## config.mk

```make
export PLATFORM = sky130hd
export DESIGN_NAME = dac_dbl_latch
export DESIGN_NICKNAME = d
export VERILOG_FILES = /design/src/rtl/dac_latch_pkg.sv /design/src/rtl/dac_wr_decode.sv /design/src/rtl/dac_stage_reg.sv /design/src/rtl/dac_out_latch.sv /design/src/rtl/dac_dbl_latch.sv
export SDC_FILE = /design/constraint.sdc
export NUM_CORES = 1
export LEC_CHECK = 0
export BUFFER_PORTS_ARGS = -buffer_cell sky130_fd_sc_hd__buf_2
export CAP_MARGIN = 10
export CORE_UTILIZATION = 51
export CTS_BUF_LIST = sky130_fd_sc_hd__clkbuf_8
export CTS_CLUSTER_DIAMETER = 120
export DETAILED_ROUTE_END_ITERATION = 10
export GPL_TIMING_DRIVEN = 0
export PLACE_DENSITY = 0.8
export SLEW_MARGIN = 30
export SYNTH_ARGS = -nofsm -noshare
export SYNTH_HDL_FRONTEND = slang
export SYNTH_SLANG_ARGS = --single-unit
```

## constraint.sdc

```tcl
create_clock -name clk_i -period 1.3 [get_ports clk_i]
set_clock_uncertainty 0.2 [all_clocks]
set_input_delay 0.195 -clock clk_i [delete_from_list [all_inputs] [get_ports clk_i]]
set_output_delay 0.195 -clock clk_i [all_outputs]
set_load 0.02 [all_outputs]
```

## src/rtl/dac_latch_pkg.sv

```systemverilog
package dac_latch_pkg;
  typedef enum logic [1:0] {
    WR_NONE = 2'd0,
    WR_LO   = 2'd1,
    WR_HI   = 2'd2
  } wr_kind_e;
endpackage

```

## src/rtl/dac_wr_decode.sv

```systemverilog
module dac_wr_decode
  import dac_latch_pkg::*;
#(
  parameter int unsigned ADDR_W = 4,
  parameter int unsigned LO_OFS = 4,
  parameter int unsigned HI_OFS = 5
) (
  input  logic              wr_en_i,
  input  logic [ADDR_W-1:0] addr_i,
  output wr_kind_e          kind_o
);
  localparam logic [ADDR_W-1:0] LoAddr = ADDR_W'(LO_OFS);
  localparam logic [ADDR_W-1:0] HiAddr = ADDR_W'(HI_OFS);

  always_comb begin
    kind_o = WR_NONE;
    if (wr_en_i) begin
      if (addr_i == HiAddr)      kind_o = WR_HI;
      else if (addr_i == LoAddr) kind_o = WR_LO;
    end
  end
endmodule

```

## src/rtl/dac_stage_reg.sv

```systemverilog
module dac_stage_reg #(
  parameter int unsigned W = 8
) (
  input  logic         clk_i,
  input  logic         rst_ni,
  input  logic         load_i,
  input  logic [W-1:0] d_i,
  output logic [W-1:0] q_o
);
  always_ff @(posedge clk_i or negedge rst_ni) begin
    if (!rst_ni)     q_o <= '0;
    else if (load_i) q_o <= d_i;
  end
endmodule

```

## src/rtl/dac_out_latch.sv

```systemverilog
module dac_out_latch #(
  parameter int unsigned LO_W = 8,
  parameter int unsigned HI_W = 4,
  localparam int unsigned CODE_W = LO_W + HI_W
) (
  input  logic              clk_i,
  input  logic              rst_ni,
  input  logic              commit_i,
  input  logic [HI_W-1:0]   hi_i,
  input  logic [LO_W-1:0]   lo_i,
  output logic [CODE_W-1:0] code_o,
  output logic              upd_o
);
  always_ff @(posedge clk_i or negedge rst_ni) begin
    if (!rst_ni) begin
      code_o <= '0;
      upd_o  <= 1'b0;
    end else begin
      upd_o <= commit_i;
      if (commit_i) code_o <= {hi_i, lo_i};
    end
  end
endmodule

```

## src/rtl/dac_dbl_latch.sv

```systemverilog
module dac_dbl_latch
  import dac_latch_pkg::*;
#(
  parameter int unsigned ADDR_W = 4,
  parameter int unsigned DATA_W = 8,
  parameter int unsigned CODE_W = 12,
  parameter int unsigned LO_OFS = 4,
  parameter int unsigned HI_OFS = 5
) (
  input  logic              clk_i,
  input  logic              rst_ni,
  input  logic              wr_en_i,
  input  logic [ADDR_W-1:0] addr_i,
  input  logic [DATA_W-1:0] wdata_i,
  output logic [CODE_W-1:0] dac_code_o,
  output logic              dac_upd_o
);
  localparam int unsigned HI_W = CODE_W - DATA_W;

  wr_kind_e          kind;
  logic [DATA_W-1:0] staged;

  dac_wr_decode #(
    .ADDR_W(ADDR_W), .LO_OFS(LO_OFS), .HI_OFS(HI_OFS)
  ) u_dec (
    .wr_en_i(wr_en_i), .addr_i(addr_i), .kind_o(kind)
  );

  dac_stage_reg #(.W(DATA_W)) u_stage (
    .clk_i(clk_i), .rst_ni(rst_ni),
    .load_i(kind == WR_LO), .d_i(wdata_i), .q_o(staged)
  );

  // commit uses the staged byte as it stood before this edge
  dac_out_latch #(.LO_W(DATA_W), .HI_W(HI_W)) u_out (
    .clk_i(clk_i), .rst_ni(rst_ni),
    .commit_i(kind == WR_HI),
    .hi_i(wdata_i[HI_W-1:0]), .lo_i(staged),
    .code_o(dac_code_o), .upd_o(dac_upd_o)
  );
endmodule

```

==> out/metrics.yaml, run 1 <==
status:
  status: "finished clean"
logic_synthesis:
  synthCells: 47
  synth_seq_cells: 21
  synth_area_um2: 867
  syn_avg_cell_area_um2: 18.4
  synth_nets: 62
  ys_seq_area_frac: 0.606
  synth.distinct_cells: 8
  yosysWarningCount: 0
placed_design:
  globalplace.congestion: 0.656
  pre_cts_ws_ps: -224
  dp_hpwl_um: 983
  placement.io_buffers: 27
  place_inst: 90
power_and_ir_drop:
  pwr-share-clk: 0.224
  switching_share: 0.279
  internal-power_uw: 1310
  p_switching_uw: 508
  combPwrFrac: 0.285
  power.static_leakage_uw: 0.000638
  finalPower_uw: 1820
  vdd_ir_drop_max_mv: 0.877
  p_per_area_mw_per_mm2: 1570
  pwr-share-seq: 0.491
drt:
  ant_nets: 0
  dr.pass1.iters: 2
  drc: 0
  first_iter_violations: 4
  vias: 509
  wl_mm: 1.45
  route.detailed.wl_per_inst_um: 14.0
  avgViaCountPerCell: 4.94
sta:
  max_freq_mhz: 799
  slew_viol_final: 0
  rsz0062_at_grt: "false"
  slew-limit-headroom: 0.700
  finalSetupViolations: 0
  fin_crit_ps: 1250
  setup-tns-final_ps: 0
  setup_slack_ps: 49.2
  tightest_slew_ps: 451
  finalHoldViolCount: 0
  period_share: 0.962
clocking:
  cts_buffer_depth: 2
  cts_buffers: 3
  cts.htree.levels: 1
  clock-sinks: 21
  clk_pin_slew_ps: 70
  clk_latency_ps: 250
  clk_root_buffer_cell: "clkbuf_8"
  tritoncts: "done"
  ctsHoldBuffers: 9
  cts_setup_buffers: 0
  post_cts_resize_count: 0
floorplan:
  die_area_mm2: 0.00187
  row_count: 14
  core_mm2: 0.00154
  die_w_um: 43.2
  die_h_um: 43.2
  io_pins: 28
  start_util: 0.563
global_route:
  grt_start_max_net_pins: 22
  met2_usage: 0.272
  antenna_found_initial: 0
  grt_pass1_wl_mm: 2.50
  busiest_layer: "met2"
  met1_usage: 0.251
  met3_usage: 0.0468
  grt_pass1_vias: 533
  grt-ovfl-total: 0
  track_usage: 0.179
critical_path:
  crit_path_end: "u_stage.q_o[7]"
  critPathLaunchType: "input port"
  crit_fanout: 8
  regToRegEndpoint: "u_stage.q_o[7]"
  crit_type: "in -> reg"
  ff2ff_path_depth: 1
  critical_path_required_ps: 1240
  rr_startpoint: "u_stage.q_o[7]"
  arrival_ps: 1190
  r2r_setup_slack_ps: 330
  crit_path_start: "addr_i[3]"
  end_kind: "flop"
final_layout:
  syn_to_final_growth_pct: 34.1
  num_antenna_cells: 0
  drive_gt1_frac: 0.621
  fin_cells: 103
  fillCellCount: 106
  final_util: 0.754
  finalNetCount: 103
job:
  cap_violations: 0
hold_path:
  min_from: "addr_i[0]"
  hp-class: "in -> reg"
[synth_stat cells (all sizes together)]
| cell | n | area (µm²) |
|---|---|---|
| dfrtp | 21 | 526 |
| nand2 | 1 | 6.26 |
| and2b | 1 | 7.51 |
| and4bb | 1 | 12.5 |
| buf | 2 | 22.5 |
| inv | 1 | 3.75 |
| mux2 | 20 | 289 |
[power groups by stage]
| stage | clock, µW | sequential, µW | combinational [µW] |
|---|---|---|---|
| final | 407 | 894 | 519 |
| after global routing | 450 | 910 | 554 |
| after CTS | 423 | 894 | 524 |
| after detailed placement | 0 | 905 | 501 |
| after global placement | 0 | 898 | 490 |
| after floorplan | 0 | 1020 | 221 |
[per-layer routing]
layer  part of all wire  wire (µm)
met5                  0          0
met4              0.012         17
met3              0.041         59
met2               0.47        678
met1               0.48        691
[cell type report]
| class | count | area, µm² | share of cell area |
|---|---|---|---|
| clock inverters | 1 | 5.00 | 0.00431 |
| repair buffers | 36 | 225 | 0.194 |
| multi-input cells | 23 | 315 | 0.271 |
| plain buffers | 2 | 26.3 | 0.0226 |
| flip-flops and latches | 21 | 526 | 0.452 |
| clock buffers | 3 | 41.3 | 0.0355 |
| well taps | 16 | 20.0 | 0.0172 |
| inverters | 1 | 3.75 | 0.00323 |
[worst min-delay path by stage]
stage,endpoint,slack [ps],cells after the start
after CTS,u_out.code_o[11],160,3
after floorplan,u_out.code_o[0],-300,0
final,u_out.code_o[1],160,3
after detailed placement,u_out.code_o[6],-40,1
after global routing,u_out.code_o[11],180,3
after global placement,u_out.code_o[5],-40,1
[flip-flops by register name, indices dropped and copies added (netlist names)]
name          flops
u_out.code_o     12
u_stage.q_o       8
u_out.upd_o       1
[per-stage QoR]
step | area (µm²) | hold WS, ps
3_5_place_dp | 1030 | -35.6
5_1_grt | 1160 | 178
6_report | 1160 | 162
3_3_place_gp | 1030 | -38.2
2_1_floorplan | 871 | -301
4_1_cts | 1160 | 159
[cells in the final DEF (no fill, tap or decap)]
cell           netlist  routed
and2b_1              1       1
and4bb_1             1       1
buf_2                0      27
buf_6                2       1
buf_8                0       1
clkbuf_8             0       3
clkinv_2             0       1
dfrtp_1             21      21
dlygate4sd3_1        0       9
inv_1                1       1
mux2_2               3       3
mux2_4              17      17
nand2_2              1       1
[critical path: stages]
cell      delay (ps)
buf_2             90
and4bb_1         280
and2b_1          150
buf_6            160
mux2_4           310
[cell families after synthesis]
group | after synthesis | synth area share
buf+inv | 3 | 0.0303
mux | 20 | 0.333
flops | 21 | 0.606
simple gates | 3 | 0.0303
Note: power is estimated with default switching activity, not from simulation.
==> inputs of run 2 (changes only) <==
--- a/config.mk
+++ b/config.mk
@@ -12,6 +12,7 @@
 export CTS_CLUSTER_DIAMETER = 120
 export DETAILED_ROUTE_END_ITERATION = 10
 export GPL_TIMING_DRIVEN = 0
+export MAX_ROUTING_LAYER = met4
 export PLACE_DENSITY = 0.8
 export SLEW_MARGIN = 30
 export SYNTH_ARGS = -nofsm -noshare
==> run 2 against run 1 <==
  * Via count up 0.20%
  * Sequential power about the same
  * Global-route usage up 0.49 points
  * Utilization unchanged
==> out/metrics.yaml, run 2 (synthesis gave the netlist of run 1 again) <==
drt:
  vias: 510  # +0.20%
  wl_mm: 1.45  # +0.28%
  avgViaCountPerCell: 4.95  # +0.20%
  dr.pass1.iters: 4  # +2
  drc: 0  # unchanged
  first_iter_violations: 4  # unchanged
  route.detailed.wl_per_inst_um: 14.1  # +0.28%
  ant_nets: 0  # unchanged
sta:
  slew_viol_final: 0  # unchanged
  slew-limit-headroom: 0.700  # about the same
  max_freq_mhz: 800  # about the same
  finalHoldViolCount: 0  # unchanged
  rsz0062_at_grt: "false"
  fin_crit_ps: 1250  # -0.0852 ps
  period_share: 0.962  # about the same
  setup-tns-final_ps: 0  # unchanged
  tightest_slew_ps: 451  # +0.0300 ps
  finalSetupViolations: 0  # unchanged
clocking:
  clock-sinks: 21  # unchanged
  clk_pin_slew_ps: 70  # about the same
  clk_latency_ps: 250  # about the same
  cts_buffer_depth: 2  # unchanged
  cts_setup_buffers: 0  # unchanged
  tritoncts: "done"
  cts.htree.levels: 1  # unchanged
  post_cts_resize_count: 0  # unchanged
  ctsHoldBuffers: 9  # unchanged
  cts_buffers: 3  # unchanged
  clk_root_buffer_cell: "clkbuf_8"
global_route:
  grt_start_max_net_pins: 22  # unchanged
  grt_pass1_wl_mm: 2.50  # unchanged
  antenna_found_initial: 0  # unchanged
  track_usage: 0.183  # +0.00491
  grt_pass1_vias: 532  # -0.19%
  grt-ovfl-total: 0  # unchanged
critical_path:
  critPathSlowestCell: "mux2_4"
  cp_num_buf_inv: 2  # unchanged
  crit_type: "in -> reg"
  end_kind: "flop"
  critPathLaunchType: "input port"
  critical_path_required_ps: 1240  # about the same
  crit_fanout: 8  # unchanged
  path_cells: "buf_2 > and4bb_1 > and2b_1 > buf_6 > mux2_4"
  arrival_ps: 1190  # about the same
  critPathMaxStageDelay_ps: 310  # about the same
  cp_top_family: "simple AND/OR/NAND/NOR gates"
final_layout:
  layout_commonest_cell: "buf_2"
  top_register: "u_out.code_o"
  drive_gt1_frac: 0.621  # unchanged
  num_antenna_cells: 0  # unchanged
  finalNetCount: 103  # unchanged
  syn_to_final_growth_pct: 34.1  # unchanged
  final_cell_mix: "buf_2, dfrtp_1, mux2_4"
  largest_reg_flops: 12  # unchanged
  top_regs: "u_out.code_o: 12 flops, u_stage.q_o: 8 flops, u_out.upd_o: 1 flops"
  fin_cells: 103  # unchanged
power_and_ir_drop:
  p_per_area_mw_per_mm2: 1570  # about the same
  power.static_leakage_uw: 0.000638  # unchanged
  finalPower_uw: 1820  # about the same
  vdd_ir_drop_max_mv: 0.877  # about the same
floorplan:
  die_w_um: 43.2  # unchanged
  io_pins: 28  # unchanged
  die_h_um: 43.2  # unchanged
  row_count: 14  # unchanged
  core_mm2: 0.00154  # unchanged
  start_util: 0.563  # unchanged
  die_area_mm2: 0.00187  # unchanged
status:
  status: "finished clean"
placed_design:
  place_inst: 90  # unchanged
  globalplace.congestion: 0.662  # +0.91%
  placement.io_buffers: 27  # unchanged
  dp_hpwl_um: 983  # unchanged
job:
  cap_violations: 0  # unchanged
hold_path:
  hp-class: "in -> reg"
==> run 2: metal layers <==
metal,vias up,part of all wire,GRT usage
met4,0,0.012,0.0545
met5,-,0,-
met1,250,0.49,0.256
met2,15,0.47,0.272
met3,2,0.032,0.0383
li1,243,-,-
==> run 2: worst paths after layout <==
path                                    endpoint  slack (ps)  cells after the start             from
min in group asynchronous       u_out.code_o[10]         230                      2           rst_ni
worst min-delay path             u_out.code_o[1]         160                      3        addr_i[0]
worst max register to register    u_stage.q_o[7]         330                      1   u_stage.q_o[7]
max in group asynchronous         u_stage.q_o[0]         360                      2           rst_ni
worst max-delay path              u_stage.q_o[7]          50                      5        addr_i[3]
worst min register to register   u_out.code_o[7]         310                      1  u_out.code_o[7]
==> run 2: layout make-up <==
cell class / instances / area, µm²
Buffer: 2 / 26.3
Clock inverter: 1 / 5.00
Clock buffer: 3 / 41.3
Timing Repair Buffer: 36 / 225
Sequential cell: 21 / 526
Fill cell: 106 / 379
Multi-Input combinational cell: 23 / 315
Tap cell: 16 / 20.0
Inverter: 1 / 3.75
==> run 2: report_power, final <==
part	total, µW	internal [µW]	switching (µW)
logic	520	290	230
clock network	407	213	195
registers	893	810	83.9
total	1820	1310	508
==> run 2: stage by stage <==
| step | worst slack, ps | utilization | hold slack, ps | instance area, µm² |
|---|---|---|---|---|
| floorplan | -63.0 | - | -301 | 871 |
| global placement | -202 | 0.666 | -38.2 | 1030 |
| detailed placement | -224 | 0.666 | -35.6 | 1030 |
| CTS | 46.9 | 0.754 | 159 | 1160 |
| global route | 10.5 | 0.754 | 178 | 1160 |
| finish | 49.3 | 0.754 | 162 | 1160 |
==> run 2: worst min-delay path, stage by stage <==
cell and delay [ps]:
buf_2 110, nand2_2 120, mux2_2 160
==> inputs of run 3 (changes only) <==
--- a/config.mk
+++ b/config.mk
@@ -5,9 +5,10 @@
 export SDC_FILE = /design/constraint.sdc
 export NUM_CORES = 1
 export LEC_CHECK = 0
+export ABC_AREA = 1
 export BUFFER_PORTS_ARGS = -buffer_cell sky130_fd_sc_hd__buf_2
 export CAP_MARGIN = 10
-export CORE_UTILIZATION = 51
+export CORE_UTILIZATION = 52
 export CTS_BUF_LIST = sky130_fd_sc_hd__clkbuf_8
 export CTS_CLUSTER_DIAMETER = 120
 export DETAILED_ROUTE_END_ITERATION = 10
==> run 3 against run 2 <==
  * Fmax is 4.1% higher
  * Clock-buffer cell count stayed put
  * Synthesized cell count rose by 100%
  * Sequential cell count unchanged
  * Wire length up 11%
  * Final cell count rose by 49%
  * Via count up 45%
  * Critical path type is now reg -> out
  * Largest cell class unchanged
  * Largest power group unchanged
==> out/metrics.yaml, run 3 <==
sta:
  finalSetupViolations: 0  # unchanged
  finalHoldViolCount: 0  # unchanged
  fin_crit_ps: 1200  # -49.5 ps
  rsz0062_at_grt: "false"
  period_share: 0.924  # -0.0381
  slew_viol_final: 0  # unchanged
  setup-tns-final_ps: 0  # unchanged
  slew-limit-headroom: 0.701  # +0.00111
  max_freq_mhz: 832  # +4.1%
  tightest_slew_ps: 449  # -1.66 ps
  setup_slack_ps: 98.8  # +49.5 ps
drt:
  avgViaCountPerCell: 4.85  # -2.1%
  drc: 0  # unchanged
  vias: 742  # +45%
  wl_mm: 1.61  # +11%
  route.detailed.wl_per_inst_um: 10.5  # -25%
  ant_nets: 0  # unchanged
  dr.pass1.iters: 4  # unchanged
  first_iter_violations: 9  # +5
critical_path:
  critPathSlowestCell: "dfrtp_1"
  critical_path_required_ps: 900  # -340 ps
  cp_num_buf_inv: 1  # -1
  critPathMaxStageDelay_ps: 390  # +80 ps
  cp_top_family: "flip-flops"
  critPathLaunchType: "flop"
  crit_type: "reg -> out"
  end_kind: "primary output"
  path_cells: "buf_2"
  arrival_ps: 810  # -380 ps
  crit_fanout: 2  # -6
job:
  cap_violations: 0  # unchanged
power_and_ir_drop:
  internal-power_uw: 1150  # -13%
  p_per_area_mw_per_mm2: 1400  # -11%
  pwr-share-clk: 0.240  # +0.016
  p_switching_uw: 512  # +0.72%
  power.static_leakage_uw: 0.000657  # +3.1%
  pwr-share-seq: 0.516  # +0.025
  combPwrFrac: 0.244  # -0.042
  switching_share: 0.309  # +0.0298
  vdd_ir_drop_max_mv: 0.757  # -14%
clocking:
  clk_latency_ps: 250  # about the same
  tritoncts: "done"
  clk_root_buffer_cell: "clkbuf_8"
  clock-sinks: 21  # unchanged
  post_cts_resize_count: 0  # unchanged
  cts_buffers: 3  # unchanged
  cts_setup_buffers: 0  # unchanged
  clk_pin_slew_ps: 70  # about the same
  cts.htree.levels: 1  # unchanged
  cts_buffer_depth: 2  # unchanged
final_layout:
  top_register: "u_out.code_o"
  fin_cells: 153  # +49%
  largest_reg_flops: 12  # unchanged
  num_antenna_cells: 0  # unchanged
  layout_commonest_cell: "nand2_1"
  top_regs: "u_out.code_o: 12 flops, u_stage.q_o: 8 flops, u_out.upd_o: 1 flops"
  syn_to_final_growth_pct: 26.1
  drive_gt1_frac: 0.403  # -0.218
  finalNetCount: 145  # +41%
  final_cell_mix: "nand2_1, buf_2, dfrtp_1"
logic_synthesis:
  synth_top_cells_by_area: "dfrtp_1, nand4_1, nand2_1, nand2_2, buf_6"
  synth_top_cell_by_area: "dfrtp_1"
  synthCells: 95  # +100%
  syn_avg_cell_area_um2: 9.89  # -46%
  synth_nets: 110  # +77%
  synth_seq_cells: 21  # unchanged
  ys.flop_type: "dfrtp_1"
  yosysWarningCount: 0  # unchanged
  ys_seq_area_frac: 0.559  # -0.0468
  async_reset_ff_frac: 1.00  # unchanged
  synth_area_um2: 940  # +8.4%
  netlist_top_cells_count: "nand2_1, dfrtp_1, nand4_1"
  synth.distinct_cells: 14  # +6
  synth_edf_count: 0  # unchanged
  yosysMostFrequentCell: "nand2_1"
  synth.top_cell.area_share: 0.559  # -0.0468
floorplan:
  die_h_um: 44.5  # +3.0%
  core_mm2: 0.00159  # +3.4%
  start_util: 0.589  # +0.0270
  die_area_mm2: 0.00198  # +6.0%
  row_count: 14  # unchanged
  die_w_um: 44.5  # +3.0%
  io_pins: 28  # unchanged
placed_design:
  dp_hpwl_mm: 1.21  # +23%
  pre_cts_ws_ps: 11.1  # +235 ps
  globalplace.congestion: 0.783  # +18%
  place_inst: 145  # +61%
  placement.io_buffers: 26  # -3.7%
global_route:
  grt_pass1_vias: 703  # +32%
  grt-ovfl-total: 0  # unchanged
  antenna_found_initial: 0  # unchanged
  grt_start_max_net_pins: 22  # unchanged
  track_usage: 0.215  # +0.0319
  grt_pass1_wl_mm: 2.98  # +19%
status:
  status: "finished clean"
hold_path:
  hp-class: "in -> reg"
-- run 3: worst paths after layout --
path | start | end | slack, ps | depth (start not counted)
max | u_out.code_o[9] | dac_code_o[9] | 100 | 1
min | wdata_i[6] | u_stage.q_o[6] | 5 | 3
max reg2reg | u_stage.q_o[5] | u_out.code_o[5] | 460 | 2
min reg2reg | u_out.code_o[0] | u_out.code_o[0] | 270 | 2
max in group asynchronous | rst_ni | u_out.code_o[5] | 380 | 2
min in group asynchronous | rst_ni | u_stage.q_o[0] | 210 | 2
-- run 3: worst reg2reg max path, stage by stage (launching register included) --
cell     delay (ps)
dfrtp_1         380
nand4_1         100
nand2_1          60
-- run 3: power by group through the flow --
stage	Clock, µW	Sequential [µW]	Combinational, µW
CTS	406	856	410
floorplan	0	964	151
global route	431	872	454
finish	398	854	405
global placement	0	862	393
detailed placement	0	868	401
-- run 3: final cells by class --
class	instances	area, µm²
sequential	21	526
fill	131	409
multi-input combinational	66	360
timing repair buffer	30	170
clock buffer	3	41.3
buffer	5	40.0
tap	24	30.0
inverter	3	13.8
clock inverter	1	3.75
-- run 3: routing by layer --
metal | wire length (µm) | GRT usage | up-vias
met5 | 0 | - | -
met4 | 18 | 0.109 | 0
met3 | 63 | 0.0367 | 2
met2 | 770 | 0.309 | 19
met1 | 753 | 0.294 | 325
li1 | - | - | 396
-- run 3: logic make-up (layout without fill, tap and decap cells) --
logic type,Yosys count,after routing,share of synthesized area
simple gates,66,66,0.383
buf+inv,8,42,0.0573
flops,21,21,0.559
-- run 3: repair_timing --
action,4_1_cts,5_1_grt
endpoints found under the setup margin,0,0
endpoints found under the hold margin,24,0
hold buffers,4,0
-- run 3: per-stage QoR --
stage / utilization / instance area (µm²) / hold WS, ps / total power [µW]
after floorplan: - / 940 / -301 / 1120
after global placement: 0.690 / 1100 / -39.3 / 1250
after detailed placement: 0.690 / 1100 / -34.6 / 1270
after CTS: 0.743 / 1180 / 8.35 / 1670
after global routing: 0.743 / 1180 / 25.8 / 1760
final: 0.743 / 1180 / 4.69 / 1660
